## src/rtl/can_mbox_code_fsm.sv

```systemverilog
module can_mbox_code_fsm #(
  parameter int BUSY_CYCLES = 4,
  parameter int MAX_DLC     = 8
) (
  input  logic       clk,
  input  logic       rst_n,
  input  logic       host_wr,
  input  logic [7:0] host_wdata,
  input  logic       host_rd_ctrl,
  input  logic       host_rd_timer,
  input  logic       rx_start,
  input  logic [3:0] rx_dlc,
  input  logic       rx_remote_req,
  input  logic       tx_done,
  input  logic       tx_was_remote,
  output logic [7:0] ctrl_byte,
  output logic       tx_pend,
  output logic       done,
  output logic       locked
);
  localparam int CW = (BUSY_CYCLES < 2) ? 1 : $clog2(BUSY_CYCLES);
  localparam logic [3:0] C_EMPTY = 4'h4, C_FULL = 4'h2, C_OVR = 4'h6;
  localparam logic [3:0] C_IDLE = 4'h8, C_SEND = 4'hC, C_ANSW = 4'hA;

  logic [3:0]    code_q, dlc_q;
  logic [CW-1:0] cnt_q;
  logic          lock_q, done_q;

  function automatic logic [3:0] clamp(input logic [3:0] d);
    return (d > 4'(MAX_DLC)) ? 4'(MAX_DLC) : d;
  endfunction

  wire busy      = code_q[0];
  wire rx_ok     = (code_q == C_EMPTY) || (code_q == C_FULL) || (code_q == C_OVR);
  wire rx_accept = rx_start && !lock_q && rx_ok;
  wire [3:0] fill_base  = {code_q[3:1], 1'b0};
  wire [3:0] fill_final = (fill_base == C_EMPTY) ? C_FULL : C_OVR;

  always_ff @(posedge clk or negedge rst_n) begin
    if (!rst_n) begin
      code_q <= 4'h0;
      dlc_q  <= 4'h0;
      cnt_q  <= '0;
      done_q <= 1'b0;
    end else begin
      done_q <= 1'b0;
      if (host_wr) begin
        code_q <= {host_wdata[7:5], 1'b0};
        dlc_q  <= clamp(host_wdata[3:0]);
      end else if (busy) begin
        if (cnt_q == '0) begin
          code_q <= fill_final;
          done_q <= 1'b1;
        end else begin
          cnt_q <= cnt_q - 1'b1;
        end
      end else if (code_q == C_SEND && tx_done) begin
        code_q <= tx_was_remote ? C_EMPTY : C_IDLE;
        done_q <= 1'b1;
      end else if (code_q == C_ANSW && rx_remote_req) begin
        code_q <= C_SEND;
      end else if (rx_accept) begin
        code_q <= code_q | 4'h1;
        dlc_q  <= clamp(rx_dlc);
        cnt_q  <= CW'(BUSY_CYCLES - 1);
      end
    end
  end

  always_ff @(posedge clk or negedge rst_n) begin
    if (!rst_n)             lock_q <= 1'b0;
    else if (host_rd_ctrl)  lock_q <= 1'b1;
    else if (host_rd_timer) lock_q <= 1'b0;
  end

  assign ctrl_byte = {code_q, dlc_q};
  assign tx_pend   = (code_q == C_SEND);
  assign done      = done_q;
  assign locked    = lock_q;
endmodule

```

## config.mk

```make
export PLATFORM = sky130hd
export DESIGN_NAME = can_mbox_code_fsm
export DESIGN_NICKNAME = d
export VERILOG_FILES = /design/src/rtl/can_mbox_code_fsm.sv
export SDC_FILE = /design/constraint.sdc
export NUM_CORES = 1
export LEC_CHECK = 0
export ABC_CLOCK_PERIOD_IN_PS = 3400
export BUFFER_PORTS_ARGS = -buffer_cell sky130_fd_sc_hd__buf_2
export CORE_AREA = 2 2 43 45
export CTS_CLUSTER_DIAMETER = 120
export DETAILED_ROUTE_END_ITERATION = 8
export DIE_AREA = 0 0 45 47
export GPL_ROUTABILITY_DRIVEN = 0
export HOLD_SLACK_MARGIN = 0.06
export PLACE_DENSITY = 0.78
export SKIP_LAST_GASP = 1
export SLEW_MARGIN = 20
export SYNTH_ARGS = -nofsm -noshare
export SYNTH_HDL_FRONTEND = slang
export SYNTH_SLANG_ARGS = --single-unit
```

## constraint.sdc

```tcl
create_clock -name clk -period 3.4 [get_ports clk]
set_input_delay 0.17 -clock clk [delete_from_list [all_inputs] [get_ports clk]]
set_output_delay 0.17 -clock clk [all_outputs]
set_load 0.005 [all_outputs]
```

======== Word-level counts from Yosys, hierarchy flattened ========
Cells that the tools add are included.
operators by class
  add/sub/neg operators ................... 1
  $mul .................................... 0
  divide/modulo/power cells ............... 0
  order comparisons ....................... 2
  equality and inequality tests ........... 13
  shift operators ......................... 0
  multiplexer cells ....................... 26
  bitwise gates (word level) .............. 1
  reduce and logical (&&, ||, !) cells .... 15
operator list
  kind                                                                      number
  4-bit two-way mux                                                         13
  2-bit inequality test (second input constant)                             6
  2-bit two-way mux                                                         5
  4-bit by 3-bit equality test with 1-bit output (second input constant)    2
  4-bit equality test (second input constant)                               2
  4-bit > comparator (second input constant)                                2
  1-bit two-way mux                                                         7
  2-bit nonzero test                                                        3
  5-bit AND reduction                                                       1
  4-bit by 2-bit equality test with 1-bit output (second input constant)    1
  1-bit logical AND                                                         4
  4-bit AND reduction                                                       1
  4-bit nonzero test                                                        1
  3-bit by 2-bit equality test with 1-bit output (second input constant)    1
  3-bit two-way mux                                                         1
  3-bit by 2-bit inequality test with 1-bit output (second input constant)  1
  2-bit logical NOT                                                         1
  1-bit logical OR                                                          2
  2-bit AND reduction                                                       1
  2-bit by 1-bit subtractor with 2-bit output (second input constant)       1
  1-bit logical NOT                                                         1
  1-bit NOT                                                                 1
word-level totals
  bits in registers ....................... 12
  latch bits .............................. 0
  RAM bits ................................ 0
  bits in read-only memories .............. 0
  input port bits ......................... 21
  word-level logic and storage cells ...... 64
  memories ................................ 0

======== Longest topological paths before layout ========
Gate-level depths: netlist (run 1).
  word-level depth ........................ 9
  mapped depth ............................ 5
  depth with buffers taken out ............ 5

======== Worst setup path before layout (run 1) ========
OpenSTA, ideal clock, no wires.
  path kind ............................... reg2reg
  from .................................... reg cnt_q[0]
  to ...................................... reg code_q[3]
  setup time .............................. 0.069 ns
  arrival ................................. 1.350 ns
  data required time ...................... 3.331 ns
  setup slack ............................. 1.981 ns
  cell stages (with the launch flop) ...... 6
  path buffers ............................ 0
  clock period less this slack ............ 1.419 ns
  cells stage by stage .................... dfrtp_1 -> inv_1 -> ha_1 -> and2_1 -> or4_1 -> nand3_1
on the way
  word-level cells in the longest chain between the ends .. 3
ends and longest elaborated chain
  item                                                               RTL line  text
  from (decl)                                                        26        logic [CW-1:0] cnt_q;
  from (signal assigned)                                             55        cnt_q <= cnt_q - 1'b1;
  from (signal assigned)                                             65        cnt_q <= CW'(BUSY_CYCLES - 1);
  2-bit logical NOT                                                  51        if (cnt_q == '0) begin
  3-bit by 2-bit inequality test with 1-bit output (no source line)  -
  2-bit AND reduction (no source line)                               -
  to (signal assigned)                                               48        code_q <= {host_wdata[7:5], 1'b0};
  to (signal assigned)                                               52        code_q <= fill_final;
  to (signal assigned)                                               58        code_q <= tx_was_remote ? C_EMPTY : C_IDLE;
  to (decl)                                                          25        logic [3:0] code_q, dlc_q;
No other way between the ends.
A chain may end at the register's enable or synchronous reset.

======== Final worst setup path (run 1) ========
  from .................................... reg code_q[0]
  to ...................................... reg dlc_q[0]
on the way
  word-level cells in the longest chain between the ends .. 6
  elaborated cells between the ends (all ways) .. 15
  classes of those cells .................. eq/ne: 8; reduce/logical: 7
ends and longest elaborated chain
  item                                                                                                                     RTL line  text
  4-bit by 3-bit equality test with 1-bit output / 4-bit by 2-bit equality test with 1-bit output (equally long branches)  34        wire rx_ok = (code_q == C_EMPTY) || (code_q == C_FULL) || (code_q == C_OVR);
  1-bit logical OR (2 in a row)                                                                                            34
  1-bit logical AND                                                                                                        35        wire rx_accept = rx_start && !lock_q && rx_ok;
  2-bit nonzero test (no source line)                                                                                      -
  4-bit AND reduction (no source line) *                                                                                   -
  to (signal assigned)                                                                                                     49        dlc_q <= clamp(host_wdata[3:0]);
  to (signal assigned)                                                                                                     64        dlc_q <= clamp(rx_dlc);
  to (decl)                                                                                                                25
Mark *: on every way between the ends. The rest lies on a longest branch, timed or not.

==> impl_metrics.env, run 1 <==
export IMPL_status="completed"
export IMPL_io_pins=32
export IMPL_drtAntennaViolNets=0
export IMPL_wirelength_um=1750
export IMPL_p_leak_nw=0.465
export IMPL_skew_ns=0.000710
export IMPL_drive_above_1_share_pct=33.3
export IMPL_drcViolationCount=0
export IMPL_crit_type="reg2reg"
export IMPL_die_height_um=47
export IMPL_cp_data_arrival_time_ns=1.78
export IMPL_clock_sinks=12
export IMPL_syn_avg_cell_area_um2=9.12
export IMPL_yosysWarnings=0
export IMPL_core_um2=1650
export IMPL_io_buffer_count=30
export IMPL_worstSkewPairLatency_ns=0.27
export IMPL_dieArea_um2=2120
export IMPL_syn_area_um2=766
export IMPL_fin_nets=138
export IMPL_synth_seq_cells=12
export IMPL_ys_seq_area_share_pct=39.2
export IMPL_rsz0062_at_grt="false"
export IMPL_required_ns=3.54
export IMPL_wl_met1_um=745
export IMPL_peakVddDrop_v=0.000242
export IMPL_hold_viol=0
export IMPL_fin_util_pct=57.3
export IMPL_cts_max_level=1
export IMPL_drtPass1Iterations=4
export IMPL_setup_worst_path_start_class="flop"
export IMPL_via_per_inst=5.85
export IMPL_final_cells=131
export IMPL_syn2layout_area_growth_pct=23.7
export IMPL_fillers=153
export IMPL_wl_met2_um=854
export IMPL_cts_hold_buf=1
export IMPL_grt_max_degree=19
export IMPL_start_util_pct=46.4
export IMPL_max_slew_margin_pct=61.8
export IMPL_netlist_cell_type_count=36
export IMPL_post_cts_buffers=0
export IMPL_fin_crit_ns=1.65
export IMPL_cts_path_max_buffers=2
export IMPL_cts_inserted_buffers=3
export IMPL_dp_hpwl_um=1310
export IMPL_clk_pin_slew_ns=0.07
export IMPL_cts_tree="built"
export IMPL_wire_per_inst_um=13.3
export IMPL_first_global_vias=658
export IMPL_cts_root_buf="clkbuf_4"
export IMPL_worstMarginPinSlew_ns=0.572
export IMPL_worstPathMaxFanout=15
export IMPL_tns_ns=0
export IMPL_synth_nets=106
export IMPL_grt_ovfl_total=0
export IMPL_maxCapViolCount=0
export IMPL_hp_class="in2reg"
export IMPL_fp_row_count=15
export IMPL_wl_met3_um=134
export IMPL_drt_initial_drc_count=14
export IMPL_antenna_found_initial=0
export IMPL_dp_cells=127
export IMPL_netlist_instances=84
export IMPL_vias=766
export IMPL_min_period_over_period_pct=48.4
export IMPL_postCtsResizedCells=0
export IMPL_grt_pass1_wl_um=2840
export IMPL_p_per_area_nw_per_um2=373
export IMPL_setup_violations=0
export IMPL_top_layer_used="met4"
export IMPL_fmax_ghz=0.608
export IMPL_end_kind="flop"
export IMPL_slew_viol_final=0
export IMPL_die_width_um=45
export IMPL_grt_util_all_layers_pct=18.5
export IMPL_diodes=0
[cells in the final DEF (no fill, tap or decap), drive strengths merged]
cell / count
clkbuf: 3
a221oi: 1
o31ai: 1
o211ai: 1
or4b: 1
a211oi: 1
a31oi: 1
or4bb: 1
nor3b: 2
dlygate4sd3: 1
o311ai: 4
a21oi: 1
o32ai: 1
and3b: 1
nor2b: 1
or2: 1
and4b: 1
nor4b: 1
nand4: 2
inv: 9
dfrtp: 12
and4bb: 1
o211a: 1
nand2b: 4
nor4bb: 2
nand2: 8
or4: 1
nand3: 3
a21o: 2
a32o: 1
o21ai: 4
ha: 1
and2: 2
buf: 30
mux2: 1
nor2: 6
[power by group]
| part | total (mW) | switching (mW) | leakage, nW | internal, mW |
|---|---|---|---|---|
| registers | 0.174 | 0.0177 | 0.152 | 0.156 |
| clock network | 0.0846 | 0.0436 | 0.0138 | 0.0410 |
| logic | 0.0949 | 0.0459 | 0.298 | 0.0490 |
[kinds of logic (layout without fill, tap and decap cells)]
| group | count (synthesis) | in the layout | share of synthesized area [%] |
|---|---|---|---|
| buffers and inverters | 13 | 43 | 7.35 |
| muxes | 1 | 1 | 1.47 |
| adders and majority gates | 1 | 1 | 1.63 |
| and+or+nand+nor | 38 | 38 | 31.9 |
| DFF | 12 | 12 | 39.2 |
| AOI/OAI and AO/OA | 19 | 19 | 18.5 |
[Yosys cell counts]
cell type / instances / area (um2)
nand3_1: 3 / 15.0
or4b_4: 1 / 13.8
a21oi_1: 1 / 5.00
a21o_1: 2 / 15.0
nand2_1: 8 / 30.0
nor3b_1: 2 / 15.0
nand4_1: 2 / 12.5
nor4bb_1: 2 / 20.0
a32o_1: 1 / 10.0
and4b_1: 1 / 10.0
clkbuf_1: 3 / 11.3
nor2b_1: 1 / 6.26
o21ai_0: 2 / 10.0
o31ai_1: 1 / 7.51
o211a_1: 1 / 10.0
o211ai_1: 1 / 7.51
o21ai_1: 2 / 10.0
inv_1: 9 / 33.8
or4bb_1: 1 / 11.3
buf_6: 1 / 11.3
nand2b_1: 4 / 25.0
a211oi_1: 1 / 7.51
a31oi_1: 1 / 6.26
or2_2: 1 / 6.26
nor4b_2: 1 / 15.0
o32ai_1: 1 / 8.76
a221oi_1: 1 / 8.76
nor2_1: 6 / 22.5
or4_1: 1 / 7.51
dfrtp_1: 12 / 300
and4bb_2: 1 / 12.5
o311ai_1: 4 / 35.0
mux2_2: 1 / 11.3
and3b_1: 1 / 8.76
and2_1: 2 / 12.5
ha_1: 1 / 12.5
[through the flow]
stage / setup WS (ns) / hold WS, ns / power [mW] / cell area, um2
finish: 1.75 / 0.0738 / 0.353 / 947
global route: 1.55 / 0.0735 / 0.373 / 947
CTS: 1.75 / 0.0707 / 0.355 / 947
detailed placement: 1.77 / 0.0673 / 0.270 / 915
global placement: 1.80 / 0.0625 / 0.266 / 915
floorplan: 1.98 / -0.126 / 0.232 / 766
[registers in the layout, summed over array words and instances (netlist names)]
signal  flops
locked      1
done        1
cnt_q       2
dlc_q       4
code_q      4
[critical path, stage by stage, from the launching register on]
cell and delay, ns:
dfrtp_1 0.53, or4b_4 0.62, nor2_1 0.24, o311ai_1 0.12
[metal layers]
metal / global-route usage [%] / up-vias
met5: 0 / -
met1: 24.0 / 360
met2: 29.7 / 32
met4: 5.29 / 0
met3: 5.77 / 2
li1: - / 372
[worst paths after layout]
check,from,endpoint,slack [ns],cells after the start
worst max-delay path,code_q[0],dlc_q[0],1.75,3
worst min-delay path,host_rd_ctrl,locked,0.07,2
worst max register to register,code_q[0],dlc_q[0],1.75,3
worst min register to register,dlc_q[0],dlc_q[0],0.57,2
max in group asynchronous,rst_n,code_q[3],2.89,2
min in group asynchronous,rst_n,code_q[1],0.30,2
[final cells by class]
type                       count  area [um2]  area share, %
clock buffer                   3        22.5           2.38
inverter                       9        33.8           3.57
multi-input combinational     59         409           43.2
sequential                    12         300           31.7
tap                           17        21.3           2.25
timing repair buffer          31         160           16.9
(Power assumes the default switching activity.)
==> run 2, diff against run 1 <==
- ABC_AREA: default -> 1
- ABC_CLOCK_PERIOD_IN_PS: 3400 -> 1300
- CORE_AREA: 2 2 43 45 -> 2 2 45 47
- DIE_AREA: 0 0 45 47 -> 0 0 47 49
- PLACE_DENSITY: 0.78 -> 0.72
- clock period: 3.4 -> 1.3 ns (I/O delays scaled with it)
==> impl_metrics.env, run 2 <==
export IMPL_status="completed"
export IMPL_dp_hpwl_um=1280
export IMPL_end_kind="flop"
export IMPL_synth_top_cell_area_share_pct=41.7
export IMPL_cts_max_level=1
export IMPL_netlist_cell_type_count=21
export IMPL_dp_cells=153
export IMPL_crit_type="reg2reg"
export IMPL_yosysMostFrequentCell="nand2_1"
export IMPL_synth_main_ff_cell="dfrtp_1"
export IMPL_worstReg2RegStart="locked"
export IMPL_fin_hold_ws_ns=0.0987
export IMPL_hold_path_depth=4
export IMPL_synth_area_top_cells="dfrtp_1 42%, nand2_1 16%, inv_1 7.3%"
export IMPL_async_reset_ff_share_pct=100
export IMPL_vias=745
export IMPL_reg2reg_depth=3
export IMPL_fin_crit_ns=1.20
export IMPL_wire_per_inst_um=10.1
export IMPL_grt_ovfl_total=0
export IMPL_fin_nets=160
export IMPL_via_per_inst=4.57
export IMPL_layout_common_cells="30 x nand2_1, 30 x buf_2, 14 x inv_1"
export IMPL_diodes=0
export IMPL_yosysWarnings=0
export IMPL_setup_ws_ns=0.0983
export IMPL_drtAntennaViolNets=0
export IMPL_worstMarginPinSlew_ns=0.263
export IMPL_syn_avg_cell_area_um2=7.43
export IMPL_whs_endpoint="code_q[2]"
export IMPL_synth_seq_cells=12
export IMPL_hold_start="host_wdata[6]"
export IMPL_cp_data_arrival_time_ns=1.35
export IMPL_drcViolationCount=0
export IMPL_yosysTopAreaCell="dfrtp_1"
export IMPL_dieArea_um2=2300
export IMPL_slew_viol_final=0
export IMPL_netlist_instances=97
export IMPL_setup_violations=0
export IMPL_crit_chain="inv_1 > o21bai_1 > dlygate4sd3_1"
export IMPL_die_width_um=47
export IMPL_maxCapViolCount=0
export IMPL_r2r_end="locked"
export IMPL_clock_sinks=12
export IMPL_synth_edf_count=0
export IMPL_first_global_vias=683
export IMPL_drt_initial_drc_count=16
export IMPL_cts_tree="built"
export IMPL_syn_area_um2=721
export IMPL_wirelength_um=1650
export IMPL_worstSkewPairLatency_ns=0.26
export IMPL_skew_ns=0.00345
export IMPL_cpPeakStageDelay_ns=0.55
export IMPL_p_leak_nw=0.578
export IMPL_clk_pin_slew_ns=0.07
export IMPL_start_util_pct=39.1
export IMPL_drive_above_1_share_pct=37.5
export IMPL_final_cells=163
export IMPL_die_height_um=49
export IMPL_synth_nets=119
export IMPL_drtPass1Iterations=2
export IMPL_cts_root_buf="clkbuf_4"
export IMPL_hp_class="in2reg"
export IMPL_reg_top3="code_q: 4 flops, dlc_q: 4 flops, cnt_q: 2 flops"
export IMPL_grt_max_degree=13
export IMPL_cts_path_max_buffers=2
export IMPL_max_slew_margin_pct=82.4
export IMPL_min_period_over_period_pct=92.4
export IMPL_synth_top_cells_by_count="31 x nand2_1, 14 x inv_1, 12 x dfrtp_1"
export IMPL_fmax_ghz=0.832
export IMPL_grt_util_all_layers_pct=15.9
export IMPL_hold_viol=0
export IMPL_dp_slack_ns=0.0963
export IMPL_grt_pass1_wl_um=2750
export IMPL_r2r_setup_slack_ns=0.1
export IMPL_worstPathMaxFanout=2
export IMPL_critical_path_slowest_cell="dlygate4sd3_1"
export IMPL_setup_worst_path_start_class="flop"
export IMPL_io_pins=32
export IMPL_core_um2=1840
export IMPL_peakVddDrop_v=0.000593
export IMPL_syn2layout_area_growth_pct=36.8
export IMPL_ys_seq_area_share_pct=41.7
export IMPL_cts_inserted_buffers=3
export IMPL_required_ns=1.45
export IMPL_fp_row_count=16
export IMPL_antenna_found_initial=0
export IMPL_p_per_area_nw_per_um2=1050
export IMPL_io_buffer_count=30
run 2: through the flow:
step                TNS, ns  instance area [um2]  total power [mW]  util (%)
finish                    0                  986              1.04      53.5
global route        -0.0647                  986              1.12      53.5
CTS                       0                  962              1.03      52.2
detailed placement        0                  890             0.797      48.3
global placement          0                  890             0.784      48.3
floorplan                 0                  721             0.687         -
run 2: layout make-up:
cell class / count / area [um2]
clock buffer: 3 / 22.5
fill: 190 / 856
inverter: 18 / 70.1
multi-input combinational: 65 / 335
sequential: 12 / 302
tap: 27 / 33.8
timing repair buffer: 38 / 223
run 2: worst max-delay path: cells and delay by family, from the launching register on:
| kind | cells | cell delay, ns |
|---|---|---|
| buffers and inverters | 2 | 0.64 |
| DFF | 1 | 0.39 |
| AOI/OAI and AO/OA | 1 | 0.06 |
run 2: metal layers:
layer | global-route usage, % | up-vias | wire length [um] | part of all wire [%]
met4 | 5.09 | 0 | 0 | 0
li1 | - | 380 | - | -
met3 | 2.96 | 0 | 80 | 4.9
met5 | 0 | - | 0 | 0
met1 | 21.1 | 346 | 723 | 44
met2 | 25.6 | 19 | 844 | 51
run 2: worst max-delay path by stage:
stage	startpoint	slack [ns]	end
floorplan	code_q[0]	0.18	cnt_q[0]
detailed placement	cnt_q[0]	0.1	code_q[2]
CTS	cnt_q[0]	0.08	code_q[2]
finish	locked	0.1	locked
global route	cnt_q[0]	-0.03	code_q[2]
global placement	cnt_q[0]	0.14	code_q[2]
run 2: logic make-up after synthesis:
group / synth area share (%)
and+or+nand+nor: 38.9
buffers and inverters: 12.5
DFF: 41.7
AOI/OAI and AO/OA: 5.21
adders and majority gates: 1.74
run 2: power breakdown:
| group | switching (mW) | total [mW] | internal, mW |
|---|---|---|---|
| Sequential | 0.0553 | 0.494 | 0.439 |
| Clock | 0.117 | 0.224 | 0.107 |
| Combinational | 0.171 | 0.319 | 0.147 |
run 2: repair_timing:
action,in CTS,in global routing
endpoints found under the hold margin,15,0
setup endpoints to repair,0,4
gates resized for setup,0,4
setup buffers,0,2
hold buffers,5,0
